--- config.mk ---
export PLATFORM = sky130hd
export DESIGN_NAME = mutex_bank
export DESIGN_NICKNAME = d
export VERILOG_FILES = /design/src/rtl/mutex_bank_pkg.sv /design/src/rtl/mutex_req_decode.sv /design/src/rtl/mutex_slot.sv /design/src/rtl/mutex_bank.sv
export SDC_FILE = /design/constraint.sdc
export NUM_CORES = 1
export LEC_CHECK = 0
export BUFFER_PORTS_ARGS = -buffer_cell sky130_fd_sc_hd__buf_2
export CORE_MARGIN = 2
export CORE_UTILIZATION = 45
export DETAILED_ROUTE_END_ITERATION = 12
export PLACE_DENSITY = 0.65
export SYNTH_ARGS = -nofsm -noshare
export SYNTH_HDL_FRONTEND = slang
export SYNTH_SLANG_ARGS = --single-unit
--- constraint.sdc ---
create_clock -name clk -period 3.7 [get_ports clk]
set_clock_uncertainty 0.2 [all_clocks]
set_input_delay 0.37 -clock clk [delete_from_list [all_inputs] [get_ports clk]]
set_output_delay 0.37 -clock clk [all_outputs]
set_load 0.01 [all_outputs]
--- src/rtl/mutex_bank_pkg.sv ---
package mutex_bank_pkg;

  typedef enum logic {
    OP_ACQUIRE = 1'b0,
    OP_RELEASE = 1'b1
  } lock_op_e;

  function automatic int id_width(input int nchan);
    return (nchan > 1) ? $clog2(nchan) : 1;
  endfunction

endpackage

--- src/rtl/mutex_req_decode.sv ---
module mutex_req_decode
  import mutex_bank_pkg::*;
#(
  parameter int NUM_SLOTS = 8,
  parameter int IDX_W     = 8
) (
  input  logic                 req,
  input  logic                 op,
  input  logic [IDX_W-1:0]     idx,
  output logic [NUM_SLOTS-1:0] acq_hot,
  output logic [NUM_SLOTS-1:0] rel_hot,
  output logic                 is_acq,
  output logic                 is_rel,
  output logic                 bad_idx
);

  logic in_range;

  assign in_range = (32'(idx) < NUM_SLOTS);
  assign is_acq   = req && in_range && (lock_op_e'(op) == OP_ACQUIRE);
  assign is_rel   = req && in_range && (lock_op_e'(op) == OP_RELEASE);
  assign bad_idx  = req && !in_range;

  for (genvar s = 0; s < NUM_SLOTS; s++) begin : g_hot
    assign acq_hot[s] = is_acq && (idx == IDX_W'(s));
    assign rel_hot[s] = is_rel && (idx == IDX_W'(s));
  end

endmodule

--- src/rtl/mutex_slot.sv ---
module mutex_slot #(
  parameter int NUM_REQ = 5,
  parameter int CH_W    = 2
) (
  input  logic               clk,
  input  logic               rst,
  input  logic [NUM_REQ-1:0] acq,
  input  logic [NUM_REQ-1:0] rel,
  output logic [NUM_REQ-1:0] win,
  output logic [NUM_REQ-1:0] rel_ok,
  output logic               st_chan,
  output logic               st_cpu,
  output logic [CH_W-1:0]    st_id
);

  localparam int PW  = $clog2(NUM_REQ);
  localparam int CPU = NUM_REQ - 1;

  logic               free;
  logic [NUM_REQ-1:0] owner_hot;
  logic [PW-1:0]      pick;
  logic               pick_vld;

  assign free = !st_chan && !st_cpu;

  always_comb begin
    for (int r = 0; r < NUM_REQ; r++) begin
      if (r == CPU) owner_hot[r] = st_cpu;
      else          owner_hot[r] = st_chan && (st_id == CH_W'(r));
    end
  end

  // lowest requester number wins; the CPU sits in the top position
  always_comb begin
    pick     = '0;
    pick_vld = 1'b0;
    for (int r = NUM_REQ - 1; r >= 0; r--) begin
      if (acq[r]) begin
        pick     = PW'(r);
        pick_vld = 1'b1;
      end
    end
  end

  always_comb begin
    for (int r = 0; r < NUM_REQ; r++) begin
      win[r] = free ? (pick_vld && (pick == PW'(r))) : (acq[r] && owner_hot[r]);
    end
  end

  assign rel_ok = rel & owner_hot;

  always_ff @(posedge clk) begin
    if (rst) begin
      st_chan <= 1'b0;
      st_cpu  <= 1'b0;
      st_id   <= '0;
    end else if (|rel_ok) begin
      st_chan <= 1'b0;
      st_cpu  <= 1'b0;
      st_id   <= '0;
    end else if (free && pick_vld) begin
      if (pick == PW'(CPU)) begin
        st_cpu <= 1'b1;
      end else begin
        st_chan <= 1'b1;
        st_id   <= CH_W'(pick);
      end
    end
  end

  AST_EXCLUSIVE_OWNER: assert property (@(posedge clk) disable iff (rst)
    !(st_chan && st_cpu));
  AST_ID_ZERO_UNLESS_CHAN: assert property (@(posedge clk) disable iff (rst)
    !st_chan |-> (st_id == '0));
  AST_FREE_ACQ_TAKES: assert property (@(posedge clk) disable iff (rst)
    (free && (|acq)) |=> (st_chan || st_cpu));
  AST_OWNER_REL_FREES: assert property (@(posedge clk) disable iff (rst)
    (|rel_ok) |=> (!st_chan && !st_cpu));
  AST_HELD_KEEPS: assert property (@(posedge clk) disable iff (rst)
    (!free && !(|rel_ok)) |=> $stable({st_chan, st_cpu, st_id}));
  AST_SINGLE_WIN: assert property (@(posedge clk) disable iff (rst)
    $onehot0(win));

endmodule

--- src/rtl/mutex_bank.sv ---
module mutex_bank
  import mutex_bank_pkg::*;
#(
  parameter int NUM_CHAN  = 4,
  parameter int NUM_SLOTS = 8,
  parameter int IDX_W     = 8,
  localparam int CH_W     = id_width(NUM_CHAN),
  localparam int ST_W     = CH_W + 2
) (
  input  logic                      clk,
  input  logic                      rst,
  input  logic [NUM_CHAN-1:0]       chan_req,
  input  logic [NUM_CHAN-1:0]       chan_op,
  input  logic [NUM_CHAN*IDX_W-1:0] chan_idx,
  input  logic                      cpu_req,
  input  logic                      cpu_op,
  input  logic [IDX_W-1:0]          cpu_idx,
  output logic [NUM_CHAN-1:0]       chan_grant,
  output logic [NUM_CHAN-1:0]       chan_wait,
  output logic [NUM_CHAN-1:0]       chan_err,
  output logic                      cpu_grant,
  output logic                      cpu_wait,
  output logic                      cpu_err,
  output logic [NUM_SLOTS*ST_W-1:0] slot_status
);

  localparam int NUM_REQ = NUM_CHAN + 1;

  logic [NUM_REQ-1:0]   req_all;
  logic [NUM_REQ-1:0]   op_all;
  logic [IDX_W-1:0]     idx_all [NUM_REQ];

  logic [NUM_SLOTS-1:0] acq_by_req [NUM_REQ];
  logic [NUM_SLOTS-1:0] rel_by_req [NUM_REQ];
  logic [NUM_REQ-1:0]   is_acq, is_rel, bad_idx;

  logic [NUM_REQ-1:0]   acq_by_slot [NUM_SLOTS];
  logic [NUM_REQ-1:0]   rel_by_slot [NUM_SLOTS];
  logic [NUM_REQ-1:0]   win_by_slot [NUM_SLOTS];
  logic [NUM_REQ-1:0]   ok_by_slot  [NUM_SLOTS];

  logic [NUM_REQ-1:0]   win_any, rel_acc;
  logic [NUM_REQ-1:0]   grant_q, wait_q, err_q;

  always_comb begin
    req_all = {cpu_req, chan_req};
    op_all  = {cpu_op, chan_op};
    for (int r = 0; r < NUM_CHAN; r++) idx_all[r] = chan_idx[r*IDX_W +: IDX_W];
    idx_all[NUM_CHAN] = cpu_idx;
  end

  for (genvar r = 0; r < NUM_REQ; r++) begin : g_req
    mutex_req_decode #(
      .NUM_SLOTS(NUM_SLOTS),
      .IDX_W    (IDX_W)
    ) u_dec (
      .req    (req_all[r]),
      .op     (op_all[r]),
      .idx    (idx_all[r]),
      .acq_hot(acq_by_req[r]),
      .rel_hot(rel_by_req[r]),
      .is_acq (is_acq[r]),
      .is_rel (is_rel[r]),
      .bad_idx(bad_idx[r])
    );
  end

  for (genvar s = 0; s < NUM_SLOTS; s++) begin : g_slot
    logic            st_chan, st_cpu;
    logic [CH_W-1:0] st_id;

    for (genvar r = 0; r < NUM_REQ; r++) begin : g_tr
      assign acq_by_slot[s][r] = acq_by_req[r][s];
      assign rel_by_slot[s][r] = rel_by_req[r][s];
    end

    mutex_slot #(
      .NUM_REQ(NUM_REQ),
      .CH_W   (CH_W)
    ) u_slot (
      .clk    (clk),
      .rst    (rst),
      .acq    (acq_by_slot[s]),
      .rel    (rel_by_slot[s]),
      .win    (win_by_slot[s]),
      .rel_ok (ok_by_slot[s]),
      .st_chan(st_chan),
      .st_cpu (st_cpu),
      .st_id  (st_id)
    );

    assign slot_status[s*ST_W +: ST_W] = {st_chan, st_cpu, st_id};
  end

  always_comb begin
    win_any = '0;
    rel_acc = '0;
    for (int s = 0; s < NUM_SLOTS; s++) begin
      win_any = win_any | win_by_slot[s];
      rel_acc = rel_acc | ok_by_slot[s];
    end
  end

  always_ff @(posedge clk) begin
    if (rst) begin
      grant_q <= '0;
      wait_q  <= '0;
      err_q   <= '0;
    end else begin
      grant_q <= win_any;
      wait_q  <= is_acq & ~win_any;
      err_q   <= bad_idx | (is_rel & ~rel_acc);
    end
  end

  assign chan_grant = grant_q[NUM_CHAN-1:0];
  assign chan_wait  = wait_q[NUM_CHAN-1:0];
  assign chan_err   = err_q[NUM_CHAN-1:0];
  assign cpu_grant  = grant_q[NUM_CHAN];
  assign cpu_wait   = wait_q[NUM_CHAN];
  assign cpu_err    = err_q[NUM_CHAN];

  AST_RESET_CLEARS: assert property (@(posedge clk)
    $past(rst) |-> (slot_status == '0 && grant_q == '0 && wait_q == '0 && err_q == '0));

  for (genvar r = 0; r < NUM_REQ; r++) begin : g_chk
    AST_GRANT_XOR_WAIT: assert property (@(posedge clk) disable iff (rst)
      !(grant_q[r] && wait_q[r]));
    AST_ERR_EXCLUDES_GRANT: assert property (@(posedge clk) disable iff (rst)
      err_q[r] |-> !grant_q[r]);
    AST_BAD_IDX_FLAGS: assert property (@(posedge clk) disable iff (rst)
      bad_idx[r] |=> (err_q[r] && !wait_q[r]));
  end

endmodule

Word-level counts from Yosys, hierarchy flattened. Index checks and enable logic that the tools add are counted.

$lt $le $gt $ge: 5. Equality and inequality tests: 91. Mux-type cells: 120. Bitwise operators: 40. Reduce and logical (&&, ||, !) cells: 294.

Operator list (count): logical AND 1 bit (228); == test 8 x 3 -> 1 bit, second input constant (20); two-way mux 3 bit (40); == test 8 x 2 -> 1 bit, second input constant (10); two-way mux 1 bit (80); bitwise OR 5 bit (15); bitwise AND 5 bit (10); == test 3 x 2 -> 1 bit, second input constant (16); OR reduction 6 bit (8); == test 8 x 1 -> 1 bit, second input constant (5); zero test 8 bit (5); < comparator 8 x 4 -> 1 bit, second input constant (5); == test 2 bit, second input constant (16); AND reduction 2 bit (16); == test 3 x 1 -> 1 bit, second input constant (8); == test 3 bit, second input constant (8); zero test 3 bit (8); zero test 1 bit (21); == test 2 x 1 -> 1 bit, second input constant (8); zero test 2 bit (8); NOT 1 bit (13); NOT 5 bit (2).

Register bits after elaboration: 47. Bits of input ports: 52. Output and inout port bits: 47.

Logic depth before layout (Yosys ltp).
Word-level depth: 21. Depth in mapped cells: 7.

Hierarchy. Synthesis repeated with hierarchy kept, for this count alone.

Cells, all modules: 588. Area total of the unflattened synthesis: 4753.3 um2.

By module, submodules not included: mutex_slot (instances 8, cells an instance 45, area each 359.1 um2, sequential area each 80.1 um2); mutex_req_decode (instances 5, cells an instance 31, area each 215.2 um2, sequential area each 0.0 um2); mutex_bank (instances 1, cells an instance 73, area each 804.5 um2, sequential area each 300.3 um2).

Worst setup path after synthesis. OpenSTA, ideal clock, no wires.

Path kind: input-to-reg. From: input chan_idx[23]. To: register g_slot[7].u_slot.st_id[1]. Library setup time: 0.139 ns. Arrival time: 2.102 ns. Required time: 3.361 ns. Slack: 1.260 ns. Stages on the path: 6. Cells stage by stage: or4_4 -> or4_4 -> or4_1 -> o211ai_1 -> or4b_2 -> a211oi_1.

Longest elaborated chain between the ends: 10. Elaborated cells on any way between the ends: 19.

RTL lines: start, declared (line mutex_bank.sv:14) `input logic [NUM_CHAN*IDX_W-1:0] chan_idx,`; < comparator 8 x 4 -> 1 bit (line mutex_req_decode.sv:19) `assign in_range = (32'(idx) < NUM_SLOTS);`; logical AND 1 bit (line mutex_req_decode.sv:20, mutex_req_decode.sv:21); logical AND 1 bit (line mutex_req_decode.sv:20) `assign is_acq = req && in_range && (lock_op_e'(op) == OP_ACQUIRE);`; logical AND 1 bit (line mutex_req_decode.sv:25) `assign acq_hot[s] = is_acq && (idx == IDX_W'(s));`; two-way mux 3 bit (3 in series) (line mutex_slot.sv:38) `if (acq[r]) begin`; == test 3 bit (line mutex_slot.sv:63) `if (pick == PW'(CPU)) begin`; NOT 1 bit (no line); AND reduction 2 bit (no line); end signal, assigned (line mutex_slot.sv:67) `st_id <= CH_W'(pick);`; end, declared (line mutex_slot.sv:13) `output logic [CH_W-1:0] st_id`.

Several ways; a longest one is shown, not always the timed one. A chain may end at the register's enable or synchronous reset.

Worst setup path after layout.
From: input chan_idx[6]. To: register wait_q[1].

Longest elaborated chain between the ends: 17. Elaborated cells on any way between the ends: 68.

RTL lines: < comparator 8 x 4 -> 1 bit (line mutex_req_decode.sv:19); logical AND 1 bit (2 in series) (line mutex_req_decode.sv:20); logical AND 1 bit (line mutex_req_decode.sv:25); two-way mux 3 bit (line mutex_slot.sv:38); == test 3 x 1 -> 1 bit (line mutex_slot.sv:47) `win[r] = free ? (pick_vld && (pick == PW'(r))) : (acq[r] && owner_hot[r]);`; logical AND 1 bit (line mutex_slot.sv:47); two-way mux 1 bit (line mutex_slot.sv:47); bitwise OR 5 bit (6 in series) (line mutex_bank.sv:99) `win_any = win_any | win_by_slot[s];`; bitwise OR 5 bit (*) (line mutex_bank.sv:99); NOT 5 bit (*) (line mutex_bank.sv:111) `wait_q <= is_acq & ~win_any;`; bitwise AND 5 bit (*) (line mutex_bank.sv:111); end signal, assigned (line mutex_bank.sv:111); end, declared (line mutex_bank.sv:43) `logic [NUM_REQ-1:0] grant_q, wait_q, err_q;`.

Every way passes the cells marked *; elsewhere a longest branch is shown, timed or not.

==> metrics.txt <==
Filler Cells Inserted 891; Layout area overhead 17.0%; DRT Wirelength 17100 µm; post-route insts no fill 747; CP Class primary input to register; worst rel slew slack 0.329; RSZ-0062 raised after global routing false; TritonCTS clock tree yes; Antenna Cells 0; final antenna-violating net count 0; core box area 0.00859 mm²; DR WL met2 7420 µm; I/O pins 99; worst path cell trace buf_2, nor4_2, nand3_1, a21oi_1, o221ai_1, nor4_1, nor4b_1; wire length of the first global-routing pass 26100 µm; beginning of the worst hold path cpu_req; Finished Cell Area 0.00459 mm²; status complete, no violations; FF+latch count, synth 47; Setup Total Neg Slack 0 ns; final setup margin 1.04 ns; Slew Limit Fails 0; Seq/Total Area, Yosys 0.240; pre-CTS setup slack 0.777 ns; vias in the first global route 4597; drc violations 0; critical path launch point type primary input; commonest non-fill, non-tap cell in the layout buf_2; Initial DRT Pass Iterations 6; WL/cell 22.8 µm; synthesized instance count 548; Leak Pwr 1.98 nW; placed cell count 739; die area 0.00949 mm²; FFs w/ async S/R, synth 0; Post-synth EDFFs 0; cells on worst reg2reg path 5; global route total overflow 0; Hold Fails Final Rpt 0; Mapped Nets 600; max cap viols 0; slowest stage cell, crit path nor4_2; worst reg2reg setup slack 1.41 ns; worst hold path type primary input to register; CTS Root Cell clkbuf_8; Worst Path Max Fanout 6; Starting Density 0.457; Req. time, crit path 3.72 ns; CTS Buf Count 5; clock sink count 47; Synth Flop Type dfxtp_1; FF+latch area 941 µm²; I/O Buffers 98; worst r2r src g_slot[1].u_slot.st_chan$_SDFFE_PP0P_; max layer used met4; post-synth cell types 68; Tcrit/Tclk final 0.718; count of hold-fix buffers inserted at cts 0; clk slew on worst S/H paths 0.10 ns; mapped cell area 0.00393 mm²; area of the multi-input gates 0.00278 mm²; vias per cell 6.74; Worst VDD drop 0.138 mV; synthesized area per cell 7.16 µm²; die height 97.4 µm; crit path to wait_q[1]$_SDFF_PP0_; Final nets 690; CP Data Arrival Time 2.67 ns; initial DRC count 637; initial antenna violation count 0; fmax 0.377 GHz; YS warnings 0; r2r endpoint wait_q[0]$_SDFF_PP0_; pin count of the biggest net entering global routing 17; Vias 5035; Chip Width 97.4 µm; met1 WL 6990 µm; most used cells in the layout excluding fill and tap cells buf_2, nor2_1, nand2_1; Worst-Skew Late Latency 0.31 ns; GRT Total Usage 0.351; Routability Congestion 1.06; Slew @ Worst Pin 0.994 ns; layout cells sized above 1 0.216; total power 1.09 mW; Worst setup EP type register; post-detail-place hpwl 13800 µm; min Tclk post-route 2.66 ns; Row Count 34; routed wl met3 1930 µm; origin of the worst setup path chan_idx[6]; CTS Buffer Depth 2; setup bufs post-CTS 0; slowest stage delay, CP 0.64 ns; Resized cells post-CTS 0; Cell Pwr Density 237 mW/mm²; Final Setup Violations 0; post-layout util 0.535; H-tree depth 2; DP Area 0.00448 mm²; hold slack 0.0948 ns
[routing by layer]
layer  track usage  vias to the layer above
met5             0                        -
met3        0.0640                       53
met2         0.533                      343
met1         0.488                     2357
li1              -                     2282
met4         0.145                        0
[area by class of cell]
cell class | instances | share of cell area
Tap cell | 108 | 0.0294
Multi-Input combinational cell | 462 | 0.606
Sequential cell | 47 | 0.205
Clock buffer | 6 | 0.0180
Timing Repair Buffer | 108 | 0.123
Inverter | 14 | 0.0114
Clock inverter | 2 | 0.00763
[worst max-delay path, delay by kind of cell]
kind / cells / cell delay (ns)
AND/OR/NAND/NOR: 4 / 1.62
AO/OA/AOI/OAI: 2 / 0.54
buffers and inverters: 1 / 0.12
[sequential cells by signal (all words and copies together) (netlist names)]
signal / flops
g_slot.u_slot.st_chan: 8
g_slot.u_slot.st_id: 16
g_slot.u_slot.st_cpu: 8
err_q: 5
grant_q: 5
wait_q: 5
[worst min-delay path by stage]
stage,endpoint,cells past startpoint
finish,err_q[4]$_SDFF_PP0_,3
global route,err_q[4]$_SDFF_PP0_,3
CTS,err_q[4]$_SDFF_PP0_,3
detailed placement,g_slot[0].u_slot.st_cpu$_SDFFE_PP0P_,2
global placement,g_slot[5].u_slot.st_cpu$_SDFFE_PP0P_,2
floorplan,wait_q[1]$_SDFF_PP0_,1
[cell usage after synthesis, types with 4 or more instances]
master    number  area, µm²
nor2b_1       16        100
and4_1         6       52.6
nor4_2         4       50.1
nand3_1       51        255
nor3b_1        9       67.6
nand4_1       17        106
nand2_1       56        210
nor2_1        69        259
nor4_1        14       87.6
a41oi_1        6       52.6
a21oi_1       33        165
dfxtp_1       47        941
nand2b_1       9       56.3
or4_1          4       30.0
nor4bb_1       4       40.0
nor3_1        24        120
or3_1          9       56.3
inv_1         14       52.6
o211ai_1       7       52.6
o22ai_1        7       43.8
clkbuf_1       7       26.3
a211oi_1      15        113
o21ai_0       16       80.1
and3_1         8       50.1
buf_4         16        120
a31oi_1        9       56.3
[cell families (layout without fill, tap and decap cells)]
family,after synthesis,after routing,share of synthesized area
DFF,47,47,0.240
and+or+nand+nor,330,330,0.473
buffers and inverters,39,130,0.0532
AOI/OAI and AO/OA,128,128,0.223
muxes,4,4,0.0105
[where the power goes]
part,switching (mW),internal (mW)
logic,0.106,0.0569
registers,0.00262,0.510
clock network,0.193,0.219
total,0.301,0.786
Power figures use the tool's default switching activity.
